## config.mk

```make
export PLATFORM = sky130hd
export DESIGN_NAME = tx_frame_launcher
export DESIGN_NICKNAME = d
export VERILOG_FILES = /design/src/rtl/txl_pkg.sv /design/src/rtl/txl_len_check.sv /design/src/rtl/txl_pre_check.sv /design/src/rtl/tx_frame_launcher.sv
export SDC_FILE = /design/constraint.sdc
export NUM_CORES = 1
export LEC_CHECK = 0
export BUFFER_PORTS_ARGS = -buffer_cell sky130_fd_sc_hd__clkbuf_2
export CAP_MARGIN = 40
export CORE_UTILIZATION = 50
export CTS_BUF_LIST = sky130_fd_sc_hd__clkbuf_8
export CTS_CLUSTER_DIAMETER = 30
export DETAILED_ROUTE_END_ITERATION = 7
export PLACE_DENSITY = 0.8
export SLEW_MARGIN = 20
export SYNTH_ARGS = -nofsm -noshare
export SYNTH_HDL_FRONTEND = slang
export SYNTH_SLANG_ARGS = --single-unit
```

## constraint.sdc

```tcl
create_clock -name clk -period 2.2 [get_ports clk]
set_input_delay 0.22 -clock clk [delete_from_list [all_inputs] [get_ports clk]]
set_output_delay 0.22 -clock clk [all_outputs]
set_load 0.03 [all_outputs]
```

## src/rtl/txl_pkg.sv

```systemverilog
package txl_pkg;

  typedef enum logic [1:0] {
    ERR_NONE     = 2'd0,
    ERR_SHORT    = 2'd1,
    ERR_LONG     = 2'd2,
    ERR_PREAMBLE = 2'd3
  } txl_err_e;

  typedef enum logic [2:0] {
    S_IDLE,
    S_LEN,
    S_PRE,
    S_SEND,
    S_FIN
  } txl_state_e;

  // Verdict on a byte count against the allowed size window.
  function automatic txl_err_e f_len_verdict(input int cnt, input int min_len,
                                             input int max_len);
    if (cnt < min_len) return ERR_SHORT;
    if (cnt > max_len) return ERR_LONG;
    return ERR_NONE;
  endfunction

  // Byte expected at position idx of the leading preamble.
  function automatic logic [7:0] f_pre_byte(input int idx, input int pre_len);
    return (idx == pre_len - 1) ? 8'hD5 : 8'h55;
  endfunction

  // Address of the final byte that is streamed out.
  function automatic int f_last_addr(input int cnt, input int fcs_len);
    return cnt - fcs_len - 1;
  endfunction

endpackage

```

## src/rtl/txl_len_check.sv

```systemverilog
module txl_len_check #(
  parameter int CNT_W   = 12,
  parameter int MIN_LEN = 64,
  parameter int MAX_LEN = 1530
) (
  input  logic [CNT_W-1:0] count,
  output txl_pkg::txl_err_e verdict
);
  always_comb begin
    verdict = txl_pkg::f_len_verdict(int'(count), MIN_LEN, MAX_LEN);
  end
endmodule

```

## src/rtl/txl_pre_check.sv

```systemverilog
module txl_pre_check #(
  parameter int PRE_LEN = 8,
  localparam int IDX_W  = $clog2(PRE_LEN)
) (
  input  logic             clk,
  input  logic             rst_n,
  input  logic             clear,
  input  logic             vld,
  input  logic [IDX_W-1:0] idx,
  input  logic [7:0]       data,
  output logic             done,
  output logic             bad
);
  logic seen_bad_q;
  logic mism;

  assign mism = vld && (data != txl_pkg::f_pre_byte(int'(idx), PRE_LEN));
  assign done = vld && (int'(idx) == PRE_LEN - 1);
  assign bad  = seen_bad_q | mism;

  always_ff @(posedge clk or negedge rst_n) begin
    if (!rst_n)      seen_bad_q <= 1'b0;
    else if (clear)  seen_bad_q <= 1'b0;
    else if (mism)   seen_bad_q <= 1'b1;
  end
endmodule

```

## src/rtl/tx_frame_launcher.sv

```systemverilog
module tx_frame_launcher #(
  parameter int BUF_BYTES = 2048,
  parameter int MIN_LEN   = 64,
  parameter int MAX_LEN   = 1530,
  localparam int ADDR_W   = $clog2(BUF_BYTES),
  localparam int CNT_W    = ADDR_W + 1
) (
  input  logic              clk,
  input  logic              rst_n,
  input  logic              cnt_wr_en,
  input  logic [CNT_W-1:0]  cnt_wr_data,
  output logic [CNT_W-1:0]  cnt_value,
  output logic [1:0]        err_code,
  output logic              buf_rd_en,
  output logic [ADDR_W-1:0] buf_rd_addr,
  input  logic [7:0]        buf_rd_data,
  output logic [7:0]        tx_data,
  output logic              tx_valid,
  output logic              tx_last,
  output logic              tx_irq
);
  import txl_pkg::*;

  localparam int PRE_LEN = 8;
  localparam int FCS_LEN = 4;
  localparam int IDX_W   = $clog2(PRE_LEN);

  txl_state_e        state_q;
  logic [CNT_W-1:0]  count_q;
  txl_err_e          err_q;
  logic [ADDR_W-1:0] rd_addr_q;
  logic              pre_vld_q;
  logic [IDX_W-1:0]  pre_idx_q;
  logic              send_vld_q;
  logic              send_last_q;
  logic              irq_q;

  // Named internal events
  logic              start_evt;
  logic              issue_pre;
  logic              issue_send;
  logic              at_last_addr;
  logic              busy_noend;
  logic              pre_done;
  logic              pre_bad;
  txl_err_e          len_verdict;
  logic [ADDR_W-1:0] last_addr;

  assign start_evt    = cnt_wr_en && (state_q == S_IDLE) && (cnt_wr_data != '0);
  assign issue_pre    = (state_q == S_PRE) && (rd_addr_q < ADDR_W'(PRE_LEN));
  assign issue_send   = (state_q == S_SEND);
  assign last_addr    = ADDR_W'(f_last_addr(int'(count_q), FCS_LEN));
  assign at_last_addr = (rd_addr_q == last_addr);
  assign busy_noend   = (state_q == S_LEN) || (state_q == S_PRE) || (state_q == S_SEND);

  txl_len_check #(
    .CNT_W   (CNT_W),
    .MIN_LEN (MIN_LEN),
    .MAX_LEN (MAX_LEN)
  ) u_len (
    .count   (count_q),
    .verdict (len_verdict)
  );

  txl_pre_check #(
    .PRE_LEN (PRE_LEN)
  ) u_pre (
    .clk   (clk),
    .rst_n (rst_n),
    .clear (start_evt),
    .vld   (pre_vld_q),
    .idx   (pre_idx_q),
    .data  (buf_rd_data),
    .done  (pre_done),
    .bad   (pre_bad)
  );

  // Control state machine
  always_ff @(posedge clk or negedge rst_n) begin
    if (!rst_n) begin
      state_q   <= S_IDLE;
      count_q   <= '0;
      err_q     <= ERR_NONE;
      rd_addr_q <= '0;
      irq_q     <= 1'b0;
    end else begin
      irq_q <= 1'b0;
      case (state_q)
        S_IDLE: begin
          if (start_evt) begin
            count_q <= cnt_wr_data;
            err_q   <= ERR_NONE;
            state_q <= S_LEN;
          end
        end
        S_LEN: begin
          if (len_verdict != ERR_NONE) begin
            err_q   <= len_verdict;
            irq_q   <= 1'b1;
            state_q <= S_IDLE;
          end else begin
            rd_addr_q <= '0;
            state_q   <= S_PRE;
          end
        end
        S_PRE: begin
          if (issue_pre) rd_addr_q <= rd_addr_q + 1'b1;
          if (pre_done) begin
            if (pre_bad) begin
              err_q   <= ERR_PREAMBLE;
              irq_q   <= 1'b1;
              state_q <= S_IDLE;
            end else begin
              state_q <= S_SEND;
            end
          end
        end
        S_SEND: begin
          rd_addr_q <= rd_addr_q + 1'b1;
          if (at_last_addr) state_q <= S_FIN;
        end
        S_FIN: begin
          count_q <= '0;
          irq_q   <= 1'b1;
          state_q <= S_IDLE;
        end
        default: state_q <= S_IDLE;
      endcase
    end
  end

  // Read-return pipeline tags
  always_ff @(posedge clk or negedge rst_n) begin
    if (!rst_n) begin
      pre_vld_q   <= 1'b0;
      pre_idx_q   <= '0;
      send_vld_q  <= 1'b0;
      send_last_q <= 1'b0;
    end else begin
      pre_vld_q   <= issue_pre;
      pre_idx_q   <= rd_addr_q[IDX_W-1:0];
      send_vld_q  <= issue_send;
      send_last_q <= issue_send && at_last_addr;
    end
  end

  assign buf_rd_en   = issue_pre | issue_send;
  assign buf_rd_addr = rd_addr_q;
  assign tx_valid    = send_vld_q;
  assign tx_last     = send_last_q;
  assign tx_data     = send_vld_q ? buf_rd_data : 8'h00;
  assign tx_irq      = irq_q;
  assign cnt_value   = count_q;
  assign err_code    = err_q;

endmodule

```

==> After elaboration in Yosys (flattened, before gate mapping) <==
Cells that the tools add are included.
{ "classes": {"n_reduce_logical": 17, "bitwise_logic": 2, "eq_ne": 14, "addsub": 3, "order_cmp": 3, "n_mux": 31} }
{ "ops": {"columns": ["op", "count"], "rows": [
  ["11-bit one-hot mux with 3 select lines", 1],
  ["12-bit one-hot mux with 2 select lines", 1],
  ["11-bit two-way mux", 2],
  ["2-bit two-way mux", 10],
  ["8-bit two-way mux", 2],
  ["12-bit by 11-bit greater-than comparator with 1-bit output, second input constant", 1],
  ["12-bit by 7-bit less-than comparator with 1-bit output, second input constant", 1],
  ["12-bit two-way mux", 1],
  ["3-bit one-hot mux with 4 select lines", 1],
  ["12-bit nonzero test", 1],
  ["11-bit by 1-bit adder with 11-bit output, second input constant", 1],
  ["11-bit == test", 1],
  ["11-bit by 4-bit less-than comparator with 1-bit output, second input constant", 1],
  ["11-bit by 2-bit subtractor with 11-bit output, second input constant", 1],
  ["11-bit by 3-bit subtractor with 11-bit output, second input constant", 1],
  ["2-bit inequality test, second input constant", 5],
  ["3-bit two-way mux", 3],
  ["1-bit two-way mux", 8],
  ["8-bit inequality test", 1],
  ["3-bit by 1-bit == test with 1-bit output, second input constant", 2],
  ["3-bit by 2-bit == test with 1-bit output, second input constant", 2],
  ["1-bit logical AND", 6],
  ["2-bit one-hot mux with 3 select lines", 1],
  ["3-bit AND reduction", 2],
  ["other kinds (9)", 14]
]} }
{ "word_totals": {"regBits": 36, "inputBits": 23, "out_inout_bits": 37} }

==> Longest topological paths before layout <==
Gate-level depths: netlist of run 1.
{ "logic_depth": {"depth_word": 8, "ltp_mapped": 8, "depth_no_buf": 8} }

==> By module <==
From an unflattened synthesis of run 1, not the netlist that was laid out.
{ "unflattened": {"hier_cells": 247, "area_unflattened_um2": 2172.1} }
{ "by_module_without_submodules": {"columns": ["mod", "instances", "seq_area_each_um2", "cells_each", "area_each_um2"], "rows": [
  ["tx_frame_launcher", 1, 875.8, 226, 2008.2],
  ["txl_pre_check", 1, 25.0, 10, 92.6],
  ["txl_len_check", 1, 0.0, 11, 71.3]
]} }

==> Least setup slack after synthesis of run 1 <==
Ideal clock, no wire load.
{ "synth_path": {"kind": "reg-to-reg", "start": "register count_q[7], in the netlist cnt_value[7]", "end": "register err_q[1], in the netlist err_code[1]", "arrival_time_ns": 1.954, "stages_incl_launch_ff": 8, "t_required_ns": 2.075, "setup_slack_ns": 0.121, "cell_sequence": "dfrtp_1 -> buf_6 -> or4_4 -> o21ai_2 -> a21oi_1 -> or2_1 -> o211ai_2 -> mux2_4"} }
{ "synth_between": {"elab_chain_cells": 8} }
{ "synth_rtl": {"columns": ["element", "line", "source"], "rows": [
  ["start: declaration", "tx_frame_launcher.sv:29", "logic [CNT_W-1:0] count_q;"],
  ["start signal: assignment", "tx_frame_launcher.sv:91", "count_q <= cnt_wr_data;"],
  ["12-bit by 11-bit greater-than comparator with 1-bit output", "txl_pkg.sv:22", "if (cnt > max_len) return ERR_LONG;"],
  ["1-bit two-way mux (2 in series)", "txl_pkg.sv:22", null],
  ["2-bit two-way mux", "txl_pkg.sv:23", "return ERR_NONE;"],
  ["2-bit two-way mux *", "txl_pkg.sv:22", null],
  ["2-bit nonzero test", "tx_frame_launcher.sv:97", "if (len_verdict != ERR_NONE) begin"],
  ["2-bit by 1-bit inequality test with 1-bit output (no line)", null, null],
  ["5-bit AND reduction (no line)", null, null],
  ["end signal: assignment", "tx_frame_launcher.sv:98", "err_q <= len_verdict;"],
  ["end: declaration", "tx_frame_launcher.sv:30", "txl_err_e err_q;"]
]} }
Every way passes the cells marked *; elsewhere a longest branch is shown, timed or not. The select of a mux whose other input is x is not followed.
A chain may end at the register's enable or synchronous reset.

==> Final worst setup path of run 1 <==
{ "layout_path": {"start": "register state_q[1]", "end": "output port buf_rd_en"} }
{ "layout_between": {"elab_chain_cells": 3} }
{ "layout_rtl": {"columns": ["element", "line", "source"], "rows": [
  ["start: declaration", "tx_frame_launcher.sv:28", "txl_state_e state_q;"],
  ["start signal: assignment", "tx_frame_launcher.sv:81", "state_q <= S_IDLE;"],
  ["start signal: assignment", "tx_frame_launcher.sv:93", "state_q <= S_LEN;"],
  ["start signal: assignment", "tx_frame_launcher.sv:100", "state_q <= S_IDLE;"],
  ["3-bit by 2-bit == test with 1-bit output", "tx_frame_launcher.sv:50", "assign issue_pre = (state_q == S_PRE) && (rd_addr_q < ADDR_W'(PRE_LEN));"],
  ["1-bit logical AND", "tx_frame_launcher.sv:50", null],
  ["1-bit OR *", "tx_frame_launcher.sv:147", "assign buf_rd_en = issue_pre | issue_send;"],
  ["end: declaration", "tx_frame_launcher.sv:14", "output logic buf_rd_en,"]
]} }
Every way passes the cells marked *; elsewhere a longest branch is shown, timed or not.

==> flow_metrics.env, run 1 <==
export IMPL_status="finished clean"
export IMPL_setup_ws_ps=184
export IMPL_drive_above_1_share_pct=26.9
export IMPL_synth_most_common_cell="dfrtp_1"
export IMPL_rr_endpoint="tx_last"
export IMPL_drt_wl_total_um=4850
export IMPL_ir_worst_vdd_v=0.000858
export IMPL_synth_top_area_share_pct=41.8
export IMPL_dieArea_um2=4580
export IMPL_post_cts_buffers=0
export IMPL_reg2reg_from="cnt_value[0]"
export IMPL_synth_area_leaders="dfrtp_1 (42%), xor2_1 (6.1%), nor2_1 (4.2%)"
export IMPL_multi_input_area_um2=1180
export IMPL_cts_sinks=36
export IMPL_avgSynthCellArea_um2=9.10
export IMPL_required_ps=1980
export IMPL_final_setup_tns_ps=0
export IMPL_maxSlewHeadroom_pct=67.8
export IMPL_dp_slack_ps=247
export IMPL_netlist_instances=237
export IMPL_finalMaxSlewViolations=0
export IMPL_ios=60
export IMPL_io_buffer_count=59
export IMPL_dp_hpwl_um=3760
export IMPL_place_inst=343
export IMPL_finalPower_w=0.00380
export IMPL_post_route_drc_count=0
export IMPL_fmax_ghz=0.496
export IMPL_seq_area_frac_synth_pct=41.8
export IMPL_synth_fp_nets=262
export IMPL_critPathArrivalTime_ps=1800
export IMPL_synth_top_area_cell="dfrtp_1"
export IMPL_seq_area_um2=901
export IMPL_async_flop_share_pct=100
export IMPL_grt_pass1_vias=1710
export IMPL_critPathMaxFanout=9
export IMPL_coreArea_um2=4060
export IMPL_finClkSkew_ps=3.48
export IMPL_worstMarginPinSlew_ps=479
export IMPL_grt_max_degree=20
export IMPL_area_growth_pct=22.9
export IMPL_rsz0062_at_grt="no"
export IMPL_cp_slowest_cell="dfrtp_1"
export IMPL_antenna_found_initial=0
export IMPL_maxCapViolCount=0
export IMPL_crit_path_max_incr_delay_ps=480
export IMPL_ff2ff_path_depth=7
export IMPL_dr_pass1_iters=5
export IMPL_grt_pass1_wl_um=7890
export IMPL_hold_start="cnt_wr_data[0]"
export IMPL_fin_cells=351
export IMPL_hold_path_class="input port to flip-flop"
export IMPL_endpoint_kind="primary output"
export IMPL_ctsLongestPathBuffers=2
export IMPL_gp_congestion=0.950
export IMPL_clk_insertion_delay_late_ps=280
export IMPL_start_kind="flip-flop"
export IMPL_die_w_um=67.7
export IMPL_n_antenna_cell=0
export IMPL_finalCriticalPeriod_ps=2020
export IMPL_numCtsBuffers=5
export IMPL_route_detailed_wl_per_inst_um=13.8
export IMPL_vias_per_cell=5.67
export IMPL_floorplan_initialDensity_pct=53.1
export IMPL_drt_iter0_drc=127
export IMPL_finalSetupViolations=0
export IMPL_synth_top_cells_by_count="dfrtp_1 (36), nor2_1 (24), xor2_1 (15)"
export IMPL_finalCritPeriodShare_pct=91.6
export IMPL_p_per_area_nw_per_um2=1430
export IMPL_htreeDepth=2
export IMPL_chipHeight_um=67.7
export IMPL_synth_edf_count=0
export IMPL_synth_seq_cells=36
export IMPL_fin_nets=326
export IMPL_rrSetupSlack_ps=220
export IMPL_num_vias=1991
export IMPL_netlist_area_um2=2160
export IMPL_cts_tree="yes"
export IMPL_ys_flop_type="dfrtp_1"
export IMPL_gr_usage_all_layers_pct=23.5
export IMPL_hold_depth=3
export IMPL_hold_viol=0
export IMPL_synth_distinct_cells=52
export IMPL_crit_type="flip-flop to primary output"
export IMPL_crit_path_cell_trace="or3b_1, a21oi_1, nor2_4, clkbuf_2"
export IMPL_yosysWarningCount=0
export IMPL_cts_root_buf="clkbuf_8"
export IMPL_rows=23
export IMPL_cts_reportedPaths_clkPinSlew_ps=70
export IMPL_hold_path_end="cnt_value[0]"
export IMPL_postRouteAntennaNets=0
export IMPL_fill_cells=333
export IMPL_grt_overflow=0
export IMPL_leakage_nw=1.33
[worst max-delay path by stage]
| stage | start | cells past startpoint | to | slack, ps |
|---|---|---|---|---|
| 3_5_place_dp | cnt_value[6] | 6 | err_code[1] | 250 |
| 4_1_cts | buf_rd_addr[6] | 4 | buf_rd_en | 90 |
| 3_3_place_gp | cnt_value[6] | 6 | err_code[1] | 270 |
| 5_1_grt | buf_rd_addr[7] | 4 | buf_rd_en | 30 |
| 2_1_floorplan | cnt_value[7] | 7 | err_code[1] | 120 |
| 6_report | state_q[1] | 4 | buf_rd_en | 180 |
[timing repair]
action | 4_1_cts | 5_1_grt
hold buffers | 1 | 0
setup endpoints to repair | 0 | 1
gates resized for setup | 0 | 2
hold endpoints to repair | 17 | 0
[placed cells by master, fill, tap and decap left out, types with 2 or more instances in the layout]
master,instances
inv_1,11
mux2i_1,7
a211oi_1,2
and4_1,2
clkbuf_2,59
xnor2_1,5
o21bai_1,3
and3_1,8
nand2b_1,4
ha_1,2
nor2b_1,3
nor3_1,3
dfrtp_1,36
nand3_1,14
nand4b_1,3
xor2_1,15
nand3b_1,2
nand4_1,5
clkbuf_8,7
nand2_1,10
o21a_1,2
buf_4,5
nor2_1,24
a22o_1,2
o22ai_1,2
o21ai_0,11
a21oi_1,10
nor4_1,7
and2_1,11
[power breakdown]
group          internal, W  switching [W]  total, W  leakage, nW
registers         0.000910       0.000363   0.00127        0.455
logic             0.000778        0.00125   0.00203        0.826
clock network     0.000279       0.000218  0.000496       0.0503
total              0.00197        0.00183   0.00380         1.33
[area by class of cell]
class | instances | area share [%]
timing repair buffer | 66 | 14.0
multi-input combinational | 181 | 44.5
tap | 50 | 2.36
inverter | 11 | 1.56
clock buffer | 7 | 3.64
sequential | 36 | 34.0
[critical path, delay by kind of cell, from the launching register on]
kind,cells,cell delay [ps]
AO/OA/AOI/OAI,1,280
flip-flops,1,480
buffers and inverters,1,200
AND/OR/NAND/NOR,2,560
[stage by stage]
stage	hold WS (ps)	utilization (%)	instance area, um^2
after global routing	206	65.3	2650
final	185	65.3	2650
after floorplan	-75.6	-	2160
after detailed placement	199	62.4	2530
after CTS	177	65.0	2640
after global placement	364	61.7	2500
[routing by layer]
layer  vias up  track usage, %  wire length (um)
met5         -               0                 0
met4         0            7.18                61
met3         6            4.39               317
met2        73            37.7              2330
met1       941            32.0              2140
li1        971               -                 -
[kinds of logic after synthesis]
family | after synthesis | share of synthesized area, %
flops | 36 | 41.8
fa+ha+maj | 2 | 1.16
buf+inv | 20 | 4.06
mux | 9 | 4.47
xor+xnor | 20 | 8.13
compound gates | 43 | 13.0
simple gates | 107 | 27.4
[registers in the layout, summed over array words and instances (netlist names)]
name              flops
tx_last               1
buf_rd_addr          11
tx_irq                1
tx_valid              1
u_pre.seen_bad_q      1
cnt_value            12
pre_vld_q             1
pre_idx_q             3
state_q               3
err_code              2
(Power assumes the default switching activity.)
==> inputs of run 2 (changes only) <==
Settings changed: SYNTH_HIERARCHICAL set to 1.
==> run 2 against run 1 <==
  * The flow now finishes with violations (negative setup slack)
  * Count of clock-buffer cells in the layout decreased by 1
  * Die area increased by 0.73%
  * Via count rose by 12%
  * Sequential share of layout area shrank 3.4 points
  * Critical path type is now flip-flop to flip-flop
  * Largest cell class unchanged
==> flow_metrics.env, run 2 <==
export IMPL_seq_area_frac_synth_pct=41.5
export IMPL_grt_pass1_vias=1959
export IMPL_gr_usage_all_layers_pct=27.3
export IMPL_dr_pass1_iters=5
export IMPL_coreArea_um2=4090
export IMPL_synth_area_leaders="dfrtp_1 (41%), nand2_1 (5.9%), xor2_1 (5.2%)"
export IMPL_htreeDepth=2
export IMPL_fin_nets=361
export IMPL_required_ps=2380
export IMPL_dp_slack_ps=-89.1
export IMPL_ctsLongestPathBuffers=2
export IMPL_post_route_drc_count=0
export IMPL_worstMarginPinSlew_ps=487
export IMPL_grt_overflow=0
export IMPL_largest_reg_flops=12
export IMPL_critPathArrivalTime_ps=2430
export IMPL_numCtsBuffers=5
export IMPL_gp_congestion=0.886
export IMPL_ios=60
export IMPL_vias_per_cell=5.77
export IMPL_dpl_instance_area_um2=2720
export IMPL_start_kind="flip-flop"
export IMPL_final_setup_tns_ps=-114
export IMPL_violations="negative setup slack"
export IMPL_final_common_cell="clkbuf_2"
export IMPL_cts_tree="yes"
export IMPL_area_growth_pct=37.0
export IMPL_netlist_area_um2=2170
export IMPL_n_antenna_cell=0
export IMPL_route_detailed_wl_per_inst_um=15.7
export IMPL_finalSetupViolations=4
export IMPL_chipHeight_um=67.9
export IMPL_netlist_instances=247
export IMPL_drt_wl_total_um=6060
export IMPL_crit_type="flip-flop to flip-flop"
export IMPL_die_w_um=67.9
export IMPL_finClkSkew_ps=5.35
export IMPL_cts_root_buf="clkbuf_8"
export IMPL_num_vias=2232
export IMPL_synth_most_common_cell="dfrtp_1"
export IMPL_grt_pass1_wl_um=9250
export IMPL_maxCapViolCount=0
export IMPL_hold_path_class="input port to flip-flop"
export IMPL_synth_top_area_share_pct=41.5
export IMPL_finalCriticalPeriod_ps=2250
export IMPL_finalMaxSlewViolations=0
export IMPL_floorplan_initialDensity_pct=53.2
export IMPL_drive_above_1_share_pct=40.1
export IMPL_status="finished, violations left"
export IMPL_critPathMaxFanout=5
export IMPL_maxSlewHeadroom_pct=67.3
export IMPL_cts_sinks=36
export IMPL_setup_ws_ps=-50.4
export IMPL_synth_seq_cells=36
export IMPL_ir_worst_vdd_v=0.000839
export IMPL_drt_iter0_drc=184
export IMPL_dieArea_um2=4610
export IMPL_fin_area_um2=2980
export IMPL_fill_cells=285
export IMPL_cts_reportedPaths_clkPinSlew_ps=70
export IMPL_rsz0062_at_grt="yes"
export IMPL_synth_top_area_cell="dfrtp_1"
export IMPL_clk_insertion_delay_late_ps=290
export IMPL_synth_edf_count=0
export IMPL_synth_distinct_cells=50
export IMPL_dp_hpwl_um=4260
export IMPL_yosysWarningCount=6
export IMPL_rows=23
export IMPL_postRouteAntennaNets=0
export IMPL_p_per_area_nw_per_um2=1410
export IMPL_ys_flop_type="dfrtp_1"
export IMPL_fmax_ghz=0.444
export IMPL_finalCritPeriodShare_pct=102
export IMPL_synth_top_cells_by_count="dfrtp_1 (36), nand2_1 (34), nor2_1 (27)"
export IMPL_antenna_found_initial=0
export IMPL_async_flop_share_pct=100
export IMPL_hold_viol=0
export IMPL_endpoint_kind="flip-flop"
export IMPL_leakage_nw=1.41
export IMPL_synth_fp_nets=272
export IMPL_mostFrequentLayoutCells="clkbuf_2 (59), nand2_1 (34), buf_4 (30), dfrtp_1 (28), nor2_1 (24)"
export IMPL_io_buffer_count=59
export IMPL_avgSynthCellArea_um2=8.79
export IMPL_grt_max_degree=25
run 2: cell types whose count changed after synthesis, moves of 4 or more:
cell,before,now
and3_1,8,3
inv_1,11,6
mux2i_1,7,2
nand2_1,10,34
nand3_1,14,5
nand4_1,5,9
nor3_1,3,9
o21ai_0,11,17
xnor2_1,5,11
run 2: area by class of cell:
| class | instances | area [um^2] | area share (%) |
|---|---|---|---|
| clock buffers | 6 | 82.6 | 2.78 |
| clock inverters | 2 | 10.0 | 0.336 |
| inverters | 6 | 22.5 | 0.757 |
| multi-input cells | 195 | 1310 | 44.0 |
| flip-flops and latches | 36 | 911 | 30.6 |
| well taps | 50 | 62.6 | 2.10 |
| repair buffers | 92 | 578 | 19.4 |
run 2: power breakdown:
| part | switching (W) | internal, W | total [W] | leakage (nW) |
|---|---|---|---|---|
| clock network | 0.000236 | 0.000250 | 0.000486 | 0.0510 |
| logic | 0.00149 | 0.00110 | 0.00260 | 0.896 |
| registers | 0.000230 | 0.000888 | 0.00112 | 0.459 |
| total | 0.00196 | 0.00224 | 0.00420 | 1.41 |
run 2: what timing repair did:
item | 4_1_cts | 5_1_grt
cloned | 0 | 0
hold buffers | 1 | 0
gates resized for setup | 7 | 14
endpoints found under the setup margin | 11 | 12
setup buffers | 0 | 8
pin swaps | 1 | 7
endpoints found under the hold margin | 13 | 0
run 2: logic make-up (layout without fill, tap and decap cells):
| logic type | after synthesis | in the layout | synth area share (%) |
|---|---|---|---|
| adder cells (fa/ha/maj) | 2 | 2 | 1.15 |
| XOR/XNOR | 24 | 24 | 9.68 |
| buffers and inverters | 16 | 106 | 3.17 |
| AND/OR/NAND/NOR | 122 | 122 | 29.4 |
| flip-flops | 36 | 36 | 41.5 |
| multiplexers | 2 | 2 | 0.922 |
| AO/OA/AOI/OAI | 45 | 45 | 14.2 |
run 2: per-stage QoR:
step / hold slack (ps) / total power [W] / utilization (%) / instances
2_1_floorplan: -75.6 / 0.00259 / - / 247
3_3_place_gp: 380 / 0.00328 / 65.8 / 369
3_5_place_dp: 172 / 0.00336 / 66.5 / 370
4_1_cts: 145 / 0.00393 / 70.0 / 379
5_1_grt: 171 / 0.00446 / 72.8 / 387
6_report: 150 / 0.00420 / 72.8 / 387
run 2: per-layer routing:
| metal | routed length (um) | GRT usage [%] |
|---|---|---|
| met4 | 106 | 13.0 |
| met5 | 0 | 0 |
| met2 | 3000 | 44.3 |
| met1 | 2530 | 35.2 |
| met3 | 433 | 4.67 |
run 2: final timing paths:
| check | slack [ps] | start | end | cells after the start |
|---|---|---|---|---|
| min in group asynchronous | 400 | rst_n | cnt_value[5] | 2 |
| hold / removal | 150 | cnt_wr_data[1] | cnt_value[1] | 3 |
| setup / recovery | -50 | cnt_value[4] | state_q[0] | 6 |
| setup reg to reg | -50 | cnt_value[4] | state_q[0] | 6 |
| hold reg to reg | 510 | err_code[0] | err_code[0] | 1 |
| max in group asynchronous | 1330 | rst_n | cnt_value[9] | 3 |
run 2: worst max-delay path, stage by stage, from the launching register on:
cell and delay, ps:
dfrtp_2 450, or4_4 590, nor2_2 130, nor2_1 70, o41ai_2 440, nand4_1 230, o21a_1 240
